## config.mk

```make
export PLATFORM = sky130hd
export DESIGN_NAME = tap_window_select
export DESIGN_NICKNAME = d
export VERILOG_FILES = /design/src/rtl/tws_pkg.sv /design/src/rtl/tws_merge.sv /design/src/rtl/tws_run_scan.sv /design/src/rtl/tws_ctrl.sv /design/src/rtl/tap_window_select.sv
export SDC_FILE = /design/constraint.sdc
export NUM_CORES = 1
export LEC_CHECK = 0
export CAP_MARGIN = 20
export CORE_ASPECT_RATIO = 2
export CORE_UTILIZATION = 50
export DETAILED_ROUTE_END_ITERATION = 6
export PLACE_DENSITY = 0.73
export SYNTH_ARGS = -nofsm -noshare
export SYNTH_HDL_FRONTEND = slang
export SYNTH_SLANG_ARGS = --single-unit
```

## constraint.sdc

```tcl
create_clock -name clk -period 4.5 [get_ports clk]
set_input_delay 0.675 -clock clk [delete_from_list [all_inputs] [get_ports clk]]
set_output_delay 0.675 -clock clk [all_outputs]
set_load 0.05 [all_outputs]
```

## src/rtl/tws_pkg.sv

```systemverilog
`timescale 1ns/1ps
package tws_pkg;

    typedef enum logic [2:0] {
        ST_IDLE,
        ST_MERGE,
        ST_SCAN_PASS,
        ST_CHECK_PASS,
        ST_SCAN_MATCH,
        ST_CHECK_MATCH
    } tws_state_e;

endpackage

```

## src/rtl/tws_merge.sv

```systemverilog
`timescale 1ns/1ps
module tws_merge #(
    parameter int MAP_W = 32,
    parameter int IDX_W = 5
) (
    input  logic             clk,
    input  logic             rst_n,
    input  logic             load,
    input  logic             step,
    input  logic             sel_match,
    input  logic [IDX_W-1:0] idx,
    input  logic [IDX_W-1:0] tap_of_idx,
    input  logic [IDX_W-1:0] n_taps,
    input  logic [MAP_W-1:0] pass_in,
    input  logic [MAP_W-1:0] match_in,
    output logic             bit_out
);

    logic [MAP_W-1:0] pass_q, match_q;
    logic [MAP_W-1:0] pass_d, match_d;
    logic [IDX_W-1:0] twin;

    assign twin = tap_of_idx + n_taps;

    always_comb begin
        pass_d  = pass_q;
        match_d = match_q;
        if (!pass_q[idx]) begin
            pass_d[tap_of_idx] = 1'b0;
            pass_d[twin]       = 1'b0;
        end
        if (!match_q[idx]) begin
            match_d[tap_of_idx] = 1'b0;
            match_d[twin]       = 1'b0;
        end
    end

    always_ff @(posedge clk) begin
        if (!rst_n) begin
            pass_q  <= '0;
            match_q <= '0;
        end else if (load) begin
            pass_q  <= pass_in;
            match_q <= match_in;
        end else if (step) begin
            pass_q  <= pass_d;
            match_q <= match_d;
        end
    end

    assign bit_out = sel_match ? match_q[idx] : pass_q[idx];


    merge_clear_only_chk: assert property (@(posedge clk) disable iff (!rst_n)
        step |=> (((pass_q & ~$past(pass_q)) == '0) && ((match_q & ~$past(match_q)) == '0)));

endmodule

```

## src/rtl/tws_run_scan.sv

```systemverilog
`timescale 1ns/1ps
module tws_run_scan #(
    parameter int IDX_W = 5,
    parameter int CNT_W = 6
) (
    input  logic             clk,
    input  logic             rst_n,
    input  logic             clr,
    input  logic             step,
    input  logic             bit_in,
    input  logic             last,
    input  logic [IDX_W-1:0] idx,
    output logic [CNT_W-1:0] best_cnt,
    output logic [IDX_W-1:0] best_start,
    output logic [IDX_W-1:0] best_end
);

    logic [CNT_W-1:0] run_q;
    logic [CNT_W-1:0] cand_cnt, cand_end, cand_start;
    logic             cand_take;

    always_comb begin
        cand_cnt   = bit_in ? run_q + CNT_W'(1) : run_q;
        cand_end   = bit_in ? CNT_W'(idx) : CNT_W'(idx) - CNT_W'(1);
        cand_start = cand_end + CNT_W'(1) - cand_cnt;
        cand_take  = (!bit_in || last) && (cand_cnt > best_cnt);
    end

    always_ff @(posedge clk) begin
        if (!rst_n || clr) begin
            run_q      <= '0;
            best_cnt   <= '0;
            best_start <= '0;
            best_end   <= '0;
        end else if (step) begin
            run_q <= bit_in ? run_q + CNT_W'(1) : '0;
            if (cand_take) begin
                best_cnt   <= cand_cnt;
                best_start <= IDX_W'(cand_start);
                best_end   <= IDX_W'(cand_end);
            end
        end
    end


    best_monotonic_chk: assert property (@(posedge clk) disable iff (!rst_n)
        !clr |=> best_cnt >= $past(best_cnt));


    run_bounded_chk: assert property (@(posedge clk) disable iff (!rst_n)
        step |-> CNT_W'(best_end) >= CNT_W'(best_start) || best_cnt == '0);

endmodule

```

## src/rtl/tws_ctrl.sv

```systemverilog
`timescale 1ns/1ps
module tws_ctrl
    import tws_pkg::*;
#(
    parameter int MAX_TAPS = 16,
    parameter int CIN_W    = 8,
    parameter int MIN_RUN  = 3,
    parameter int IDX_W    = 5,
    parameter int CNT_W    = 6,
    parameter int NUM_W    = 5,
    parameter int TAP_W    = 4
) (
    input  logic             clk,
    input  logic             rst_n,
    input  logic             start,
    input  logic [CIN_W-1:0] tap_count,
    input  logic [CNT_W-1:0] best_cnt,
    input  logic [IDX_W-1:0] best_start,
    input  logic [IDX_W-1:0] best_end,
    output logic             merge_load,
    output logic             merge_step,
    output logic             scan_clr,
    output logic             scan_step,
    output logic             scan_match,
    output logic             idx_last,
    output logic [IDX_W-1:0] idx,
    output logic [IDX_W-1:0] tap_of_idx,
    output logic [IDX_W-1:0] n_taps,
    output logic [TAP_W-1:0] tap_sel,
    output logic             done,
    output logic             fail,
    output logic             drift_en,
    output logic             drift_clr
);

    tws_state_e       state_q, state_d;
    logic [IDX_W-1:0] idx_q, mod_q;
    logic [NUM_W-1:0] n_q;
    logic [CNT_W-1:0] two_n, mid, nn, tap_w;
    logic             count_bad, walking, pass_full, pick;

    assign count_bad = (tap_count == '0) || (tap_count > CIN_W'(MAX_TAPS));
    assign two_n     = CNT_W'(n_q) << 1;
    assign nn        = CNT_W'(n_q);
    assign idx_last  = (CNT_W'(idx_q) == two_n - CNT_W'(1));
    assign walking   = (state_q == ST_MERGE) || (state_q == ST_SCAN_PASS)
                    || (state_q == ST_SCAN_MATCH);
    assign pass_full = (best_cnt == two_n);
    assign mid       = (CNT_W'(best_start) + CNT_W'(best_end)) >> 1;
    assign tap_w     = (mid >= nn) ? mid - nn : mid;

    always_comb begin
        pick = 1'b0;
        if (state_q == ST_CHECK_PASS)
            pick = best_cnt >= CNT_W'(MIN_RUN);
        else if (state_q == ST_CHECK_MATCH)
            pick = best_cnt != '0;
    end

    assign merge_load = (state_q == ST_IDLE) && start && !count_bad;
    assign merge_step = (state_q == ST_MERGE);
    assign scan_step  = (state_q == ST_SCAN_PASS) || (state_q == ST_SCAN_MATCH);
    assign scan_match = (state_q == ST_SCAN_MATCH);
    assign scan_clr   = (state_q == ST_MERGE) || (state_q == ST_CHECK_PASS);
    assign idx        = idx_q;
    assign tap_of_idx = mod_q;
    assign n_taps     = IDX_W'(n_q);

    always_comb begin
        state_d = state_q;
        unique case (state_q)
            ST_IDLE:        if (start && !count_bad) state_d = ST_MERGE;
            ST_MERGE:       if (idx_last) state_d = ST_SCAN_PASS;
            ST_SCAN_PASS:   if (idx_last) state_d = ST_CHECK_PASS;
            ST_CHECK_PASS:  state_d = pass_full ? ST_SCAN_MATCH : ST_IDLE;
            ST_SCAN_MATCH:  if (idx_last) state_d = ST_CHECK_MATCH;
            ST_CHECK_MATCH: state_d = ST_IDLE;
            default:        state_d = ST_IDLE;
        endcase
    end

    always_ff @(posedge clk) begin
        if (!rst_n) begin
            state_q <= ST_IDLE;
            idx_q   <= '0;
            mod_q   <= '0;
            n_q     <= '0;
        end else begin
            state_q <= state_d;
            if (merge_load) begin
                idx_q <= '0;
                mod_q <= '0;
                n_q   <= NUM_W'(tap_count);
            end else if (walking) begin
                if (idx_last) begin
                    idx_q <= '0;
                    mod_q <= '0;
                end else begin
                    idx_q <= idx_q + IDX_W'(1);
                    mod_q <= (mod_q == IDX_W'(n_q) - IDX_W'(1)) ? '0 : mod_q + IDX_W'(1);
                end
            end
        end
    end

    always_ff @(posedge clk) begin
        if (!rst_n) begin
            tap_sel   <= '0;
            done      <= 1'b0;
            fail      <= 1'b0;
            drift_en  <= 1'b0;
            drift_clr <= 1'b0;
        end else begin
            done      <= 1'b0;
            drift_clr <= 1'b0;
            unique case (state_q)
                ST_IDLE: begin
                    if (start) begin
                        drift_clr <= 1'b1;
                        drift_en  <= 1'b0;
                        fail      <= count_bad;
                        done      <= count_bad;
                    end
                end
                ST_CHECK_PASS, ST_CHECK_MATCH: begin
                    if (state_q == ST_CHECK_MATCH || !pass_full) begin
                        done <= 1'b1;
                        if (pick) begin
                            tap_sel  <= TAP_W'(tap_w);
                            drift_en <= 1'b1;
                            fail     <= 1'b0;
                        end else begin
                            drift_en <= 1'b0;
                            fail     <= 1'b1;
                        end
                    end
                end
                default: ;
            endcase
        end
    end


    done_pulse_chk: assert property (@(posedge clk) disable iff (!rst_n)
        done |=> !done);


    fail_excl_chk: assert property (@(posedge clk) disable iff (!rst_n)
        fail |-> !drift_en);


    tap_range_chk: assert property (@(posedge clk) disable iff (!rst_n)
        (done && !fail) |-> CNT_W'(tap_sel) < CNT_W'(n_q));


    bad_count_chk: assert property (@(posedge clk) disable iff (!rst_n)
        (state_q == ST_IDLE && start && count_bad) |=> (done && fail));


    drift_clr_chk: assert property (@(posedge clk) disable iff (!rst_n)
        drift_clr |-> (!drift_en && !$past(drift_clr)));

endmodule

```

## src/rtl/tap_window_select.sv

```systemverilog
`timescale 1ns/1ps
module tap_window_select #(
    parameter int MAX_TAPS = 16,
    parameter int CIN_W    = 8,
    parameter int MIN_RUN  = 3,
    localparam int MAP_W   = 2 * MAX_TAPS,
    localparam int IDX_W   = $clog2(MAP_W),
    localparam int CNT_W   = IDX_W + 1,
    localparam int NUM_W   = $clog2(MAX_TAPS + 1),
    localparam int TAP_W   = (MAX_TAPS > 1) ? $clog2(MAX_TAPS) : 1
) (
    input  logic             clk,
    input  logic             rst_n,
    input  logic             start,
    input  logic [CIN_W-1:0] tap_count,
    input  logic [MAP_W-1:0] pass_map,
    input  logic [MAP_W-1:0] match_map,
    output logic [TAP_W-1:0] tap_sel,
    output logic             done,
    output logic             fail,
    output logic             drift_en,
    output logic             drift_clr
);

    logic             merge_load, merge_step, scan_clr, scan_step, scan_match;
    logic             idx_last, cur_bit;
    logic [IDX_W-1:0] idx, tap_of_idx, n_taps;
    logic [CNT_W-1:0] best_cnt;
    logic [IDX_W-1:0] best_start, best_end;

    tws_ctrl #(
        .MAX_TAPS(MAX_TAPS), .CIN_W(CIN_W), .MIN_RUN(MIN_RUN),
        .IDX_W(IDX_W), .CNT_W(CNT_W), .NUM_W(NUM_W), .TAP_W(TAP_W)
    ) u_ctrl (
        .clk(clk), .rst_n(rst_n), .start(start), .tap_count(tap_count),
        .best_cnt(best_cnt), .best_start(best_start), .best_end(best_end),
        .merge_load(merge_load), .merge_step(merge_step), .scan_clr(scan_clr),
        .scan_step(scan_step), .scan_match(scan_match), .idx_last(idx_last),
        .idx(idx), .tap_of_idx(tap_of_idx), .n_taps(n_taps),
        .tap_sel(tap_sel), .done(done), .fail(fail),
        .drift_en(drift_en), .drift_clr(drift_clr)
    );

    tws_merge #(.MAP_W(MAP_W), .IDX_W(IDX_W)) u_merge (
        .clk(clk), .rst_n(rst_n), .load(merge_load), .step(merge_step),
        .sel_match(scan_match), .idx(idx), .tap_of_idx(tap_of_idx),
        .n_taps(n_taps), .pass_in(pass_map), .match_in(match_map),
        .bit_out(cur_bit)
    );

    tws_run_scan #(.IDX_W(IDX_W), .CNT_W(CNT_W)) u_scan (
        .clk(clk), .rst_n(rst_n), .clr(scan_clr), .step(scan_step),
        .bit_in(cur_bit), .last(idx_last), .idx(idx),
        .best_cnt(best_cnt), .best_start(best_start), .best_end(best_end)
    );


    reset_quiet_chk: assert property (@(posedge clk)
        !rst_n |=> (!done && !fail && !drift_en && !drift_clr && tap_sel == '0));

endmodule

```

# Word-level counts from Yosys, hierarchy flattened
# Cells that the tools add are included.
# totals
wordCells,132
input_bits,75
reg_bits,112
output_inout_bits,8
# classes
addsub,11
order_cmp,9
bitwise_logic,7
n_reduce_logical,32
eq_ne,16
n_mux,42
# ops
operator,n
$mux 32,6
$and 32x32->32,4
$not 32->32,2
$mux 5,4
$lt 5x6->1 const B,3
$mux 1,16
$add 5x1->5 const B,3
$mux 3,5
$pmux 3 s5,1
$mux 6,2
$bmux 1 s5,2
$demux 1 s5,2
$ge 5x1->1 const B,2
$sub 5x1->5 const B,2
$gt 8x5->1 const B,1
$logic_not 8->1,1
$logic_or 1x1->1,8
$ne 2x1->1 const B,4
$ne 2x2->1 const B,4
$reduce_and 2->1,4
$add 5x5->6,1
$add 6x1->6 const B,1
$eq 3x2->1 const B,2
$eq 3x3->1 const B,2
other kinds (22),35

# Depth between registers and ports, before layout
# depth
word_depth,10
depth_mapped,22
depth_no_buf,17

# Cells and area by module
# A second synthesis with hierarchy kept.
# hier_totals
cells_unflattened,891
area_unflattened_um2,7384.6
# modules_own_cells
mod,cells_each,n_inst,area_per_inst_um2
tws_merge,516,1,4071.4
tws_ctrl,222,1,1908.1
tws_run_scan,153,1,1405.1

# Worst setup path after synthesis
# Ideal clock, no wire load.
# synth_timing
kind,register to register
from,"register u_ctrl.idx_q[1], in the netlist u_ctrl.idx[1]"
to,register u_scan.best_start[4]
setup_time_ns,0.081
period_less_slack_ns,3.829
path_stages_with_launch,19
slack_ns,0.671
arrival_ns,3.749
cell_sequence,dfxtp_1 > buf_6 > mux4_2 > a2bb2oi_1 > a211oi_2 > nor3_4 > nor2_4 > buf_2 > inv_1 > ha_1 > ha_1 > ha_1 > a21o_1 > a21oi_1 > xor2_1 > xnor2_1 > xnor2_1 > xnor2_1 > a211oi_2
# synth_via
elab_chain_cells,7
# synth_lines
element,line,rtl
start: declaration,tws_ctrl.sv:37,"logic [IDX_W-1:0] idx_q, mod_q;"
start signal: assignment,tws_ctrl.sv:99,idx_q <= idx_q + IDX_W'(1);
"parallel branches: the longest is 7 deep, another holds $add 5x1->5",--,
end signal: assignment,tws_run_scan.sv:39,best_start <= IDX_W'(cand_start);
end: declaration,tws_run_scan.sv:14,"output logic [IDX_W-1:0] best_start,"
# Several ways; the timed one is not identified. The select of a mux whose other input is x is not followed.
# A chain may end at the register's enable or synchronous reset.

# Worst setup path after layout
# Same ends and word-level chain as after synthesis.

==> flow_summary.yaml <==
clock_network:
  clk_latency_ns: 0.35
  cts_hold_buf: 0
  cts_tree: "built"
  clock-root-buffer: "clkbuf_16"
  cts_buffers: 9
  clock_path_buffers: 2
  htree_levels: 3
  cts.sink_count: 112
  clk_pin_slew_ns: 0.07
placement:
  place_congestion: 0.936
  port_buffers: 82
  dpl.hpwl_um: 15300
  dp_slack_ns: 0.119
timing:
  finalClockSkew_ns: 0.00896
  final.min_clock_period_ns: 4.19
  slew_violations: 0
  finalSetupViolations: 0
  rsz0062_at_grt: "false"
  worst_pin_slew_ns: 1.05
  slew_headroom_pct: 29.3
  setup_slack_ns: 0.313
  max_freq_ghz: 0.239
  hold_viol: 0
  finalSetupTns_ns: 0
  finalCritPeriodShare_pct: 93.0
drt:
  vias_per_cell: 6.10
  final_antenna_net_count: 0
  drt-total-wl_um: 20100
  wire_per_inst_um: 19.6
  drc: 1
  routed-via-count: 6258
  initialDrtViolationCount: 329
  drtPass1Iterations: 7
critical_path:
  reg2reg_slack_ns: 0.31
  r2r_cells: 17
  cp_data_arrival_time_ns: 4.45
  worstPathMaxFanout: 9
  cp-start-kind: "flip-flop"
  cp-end-kind: "flip-flop"
  cp.required_ns: 4.76
  critical_path_class: "flip-flop to flip-flop"
  r2r_start: "u_ctrl.idx[1]$_SDFFE_PP0P_"
  r2r-end: "u_scan.best_start[4]$_SDFFE_PP0P_"
worst_hold_path:
  hold_class: "flip-flop to flip-flop"
  hold_depth: 2
  worstHoldEndpoint: "u_merge.pass_q[30]$_SDFFE_PN0P_"
  worstHoldStart: "u_merge.pass_q[30]$_SDFFE_PN0P_"
power_and_ir_drop:
  power_uw: 2120
  p_leak_uw: 0.00286
  irDropWorstVdd_uv: 236
  power_density_nw_per_um2: 264
logic_synthesis:
  ys_types: 63
  synth_top_area_share_pct: 33.0
  yosys-top-cells-area: "dfxtp_1 (33%), a21oi_1 (6.7%), ha_1 (6.5%)"
  async_flop_share_pct: 0
  netlist_top_cells_count: "dfxtp_1 (112), nand2_1 (97), a21oi_1 (91)"
  synth.most_common_cell: "dfxtp_1"
  ys_warn_count: 0
  synth_cells: 814
  synth_top_area_cell: "dfxtp_1"
  ys_seq_area_share_pct: 33.0
  syn_nets: 928
  synth_edf_count: 0
  syn_area_um2: 6790
  ys.flop_type: "dfxtp_1"
  synth_area_per_cell_um2: 8.34
  ys_ff_latch: 112
final_layout:
  fill_cells: 1175
  final_layout_size_suffix_gt1_share_pct: 8.58
  num_antenna_cells: 0
  area_growth_pct: 18.5
  final_util_pct: 61.2
  fin_nets: 983
die:
  die_x_um: 84.4
  core.rowCount: 59
  dieArea_um2: 14100
  core_um2: 13100
  die_h_um: 167
  io_pins: 83
  start_util_pct: 51.6
grt:
  grt_overflow: 0
  antenna_found_initial: 0
  grt.total_usage_pct: 29.3
  grt_pass1_vias: 6599
  grt_max_degree: 65
  grt_pass1_wl_um: 32100
run_status:
  violations: "design-rule violations"
  outcome: "complete, but fails checks"
flow_run:
  drv_cap: 0
worst max-delay path by stage:
stage / start / to
floorplan: u_ctrl.idx[1]$_SDFFE_PP0P_ / u_scan.best_start[4]$_SDFFE_PP0P_
global placement: u_ctrl.idx[0]$_SDFFE_PP0P_ / u_scan.best_start[4]$_SDFFE_PP0P_
detailed placement: u_ctrl.idx[1]$_SDFFE_PP0P_ / u_scan.best_start[1]$_SDFFE_PP0P_
CTS: u_ctrl.idx[1]$_SDFFE_PP0P_ / u_scan.best_start[1]$_SDFFE_PP0P_
global route: u_ctrl.idx[1]$_SDFFE_PP0P_ / u_scan.best_start[4]$_SDFFE_PP0P_
finish: u_ctrl.idx[1]$_SDFFE_PP0P_ / u_scan.best_start[4]$_SDFFE_PP0P_
layer usage:
metal  vias up  wire length (µm)  GRT usage (%)
met5         -                 0              0
met4         0              1390           20.1
met3        90               615           3.72
met2       192             11000           54.9
met1      2962              7010           29.4
li1       3014                 -              -
cell type report:
class | instances | area [µm²] | area share (%)
multi-input cells | 613 | 4160 | 51.7
flip-flops and latches | 112 | 2240 | 27.9
repair buffers | 100 | 993 | 12.4
clock buffers | 9 | 225 | 2.80
well taps | 152 | 190 | 2.37
inverters | 33 | 124 | 1.54
clock inverters | 7 | 103 | 1.28
flip-flops by register name (all words and copies together), names as in the netlist, 3 cells and up:
name / count
u_ctrl.tap_of_idx: 5
u_merge.match_q: 32
u_ctrl.n_taps: 5
u_scan.best_cnt: 6
u_scan.best_start: 5
u_ctrl.tap_sel: 4
u_ctrl.state_q: 3
u_scan.best_end: 5
u_scan.run_q: 6
u_ctrl.idx: 5
u_merge.pass_q: 32
power breakdown:
group,switching [µW],internal (µW),total (µW)
registers,7.89,1000,1010
clock network,395,497,892
logic,111,113,224
through the flow:
stage | instances | hold slack [ns] | area (µm²)
5_1_grt | 1026 | 0.494 | 8040
3_5_place_dp | 1008 | 0.468 | 7680
6_report | 1026 | 0.476 | 8040
4_1_cts | 1024 | 0.479 | 8010
3_3_place_gp | 1008 | 0.464 | 7680
2_1_floorplan | 814 | 0.448 | 6790
critical path, cell delays in order (launching register included):
cell       delay (ns)
dfxtp_2          0.40
mux4_1           0.56
a2bb2oi_1        0.15
a211oi_1         0.45
nor3b_2          0.15
nor2_4           0.21
buf_4            0.18
inv_1            0.06
ha_1             0.33
ha_1             0.22
ha_1             0.20
a21o_1           0.16
a21oi_1          0.18
xor2_1           0.21
xnor2_1          0.15
xnor2_1          0.15
xnor2_1          0.11
a211oi_2         0.21
what timing repair did:
| item | CTS | global route |
|---|---|---|
| setup endpoints to repair | 0 | 14 |
| setup buffers | 0 | 2 |
| resized for setup | 0 | 5 |
kinds of logic (layout without fill, tap and decap cells):
group,count (synthesis),after routing,synth area share [%]
adders and majority gates,39,39,7.63
muxes,37,37,7.19
buffers and inverters,89,149,5.90
and+or+nand+nor,233,233,16.5
DFF,112,112,33.0
xor gates and xnor gates,41,41,5.29
AOI/OAI and AO/OA,263,263,24.5
layout by cell type (no fill, tap or decap), types with 9 or more instances in the layout:
master / Yosys / final
mux2i_1: 21 / 21
inv_1: 32 / 32
a221oi_1: 32 / 31
a211oi_2: 10 / 10
xnor2_1: 24 / 23
a21o_1: 11 / 11
clkbuf_16: 0 / 9
nor2b_1: 14 / 14
nor2_1: 55 / 55
nand2b_1: 12 / 12
a21oi_1: 91 / 91
xor2_1: 17 / 17
ha_1: 35 / 35
o21ai_0: 81 / 81
nand2_1: 97 / 97
buf_4: 3 / 15
clkdlybuf4s50_1: 0 / 82
dfxtp_1: 112 / 110
No activity file was read; power rests on OpenSTA's default activity.
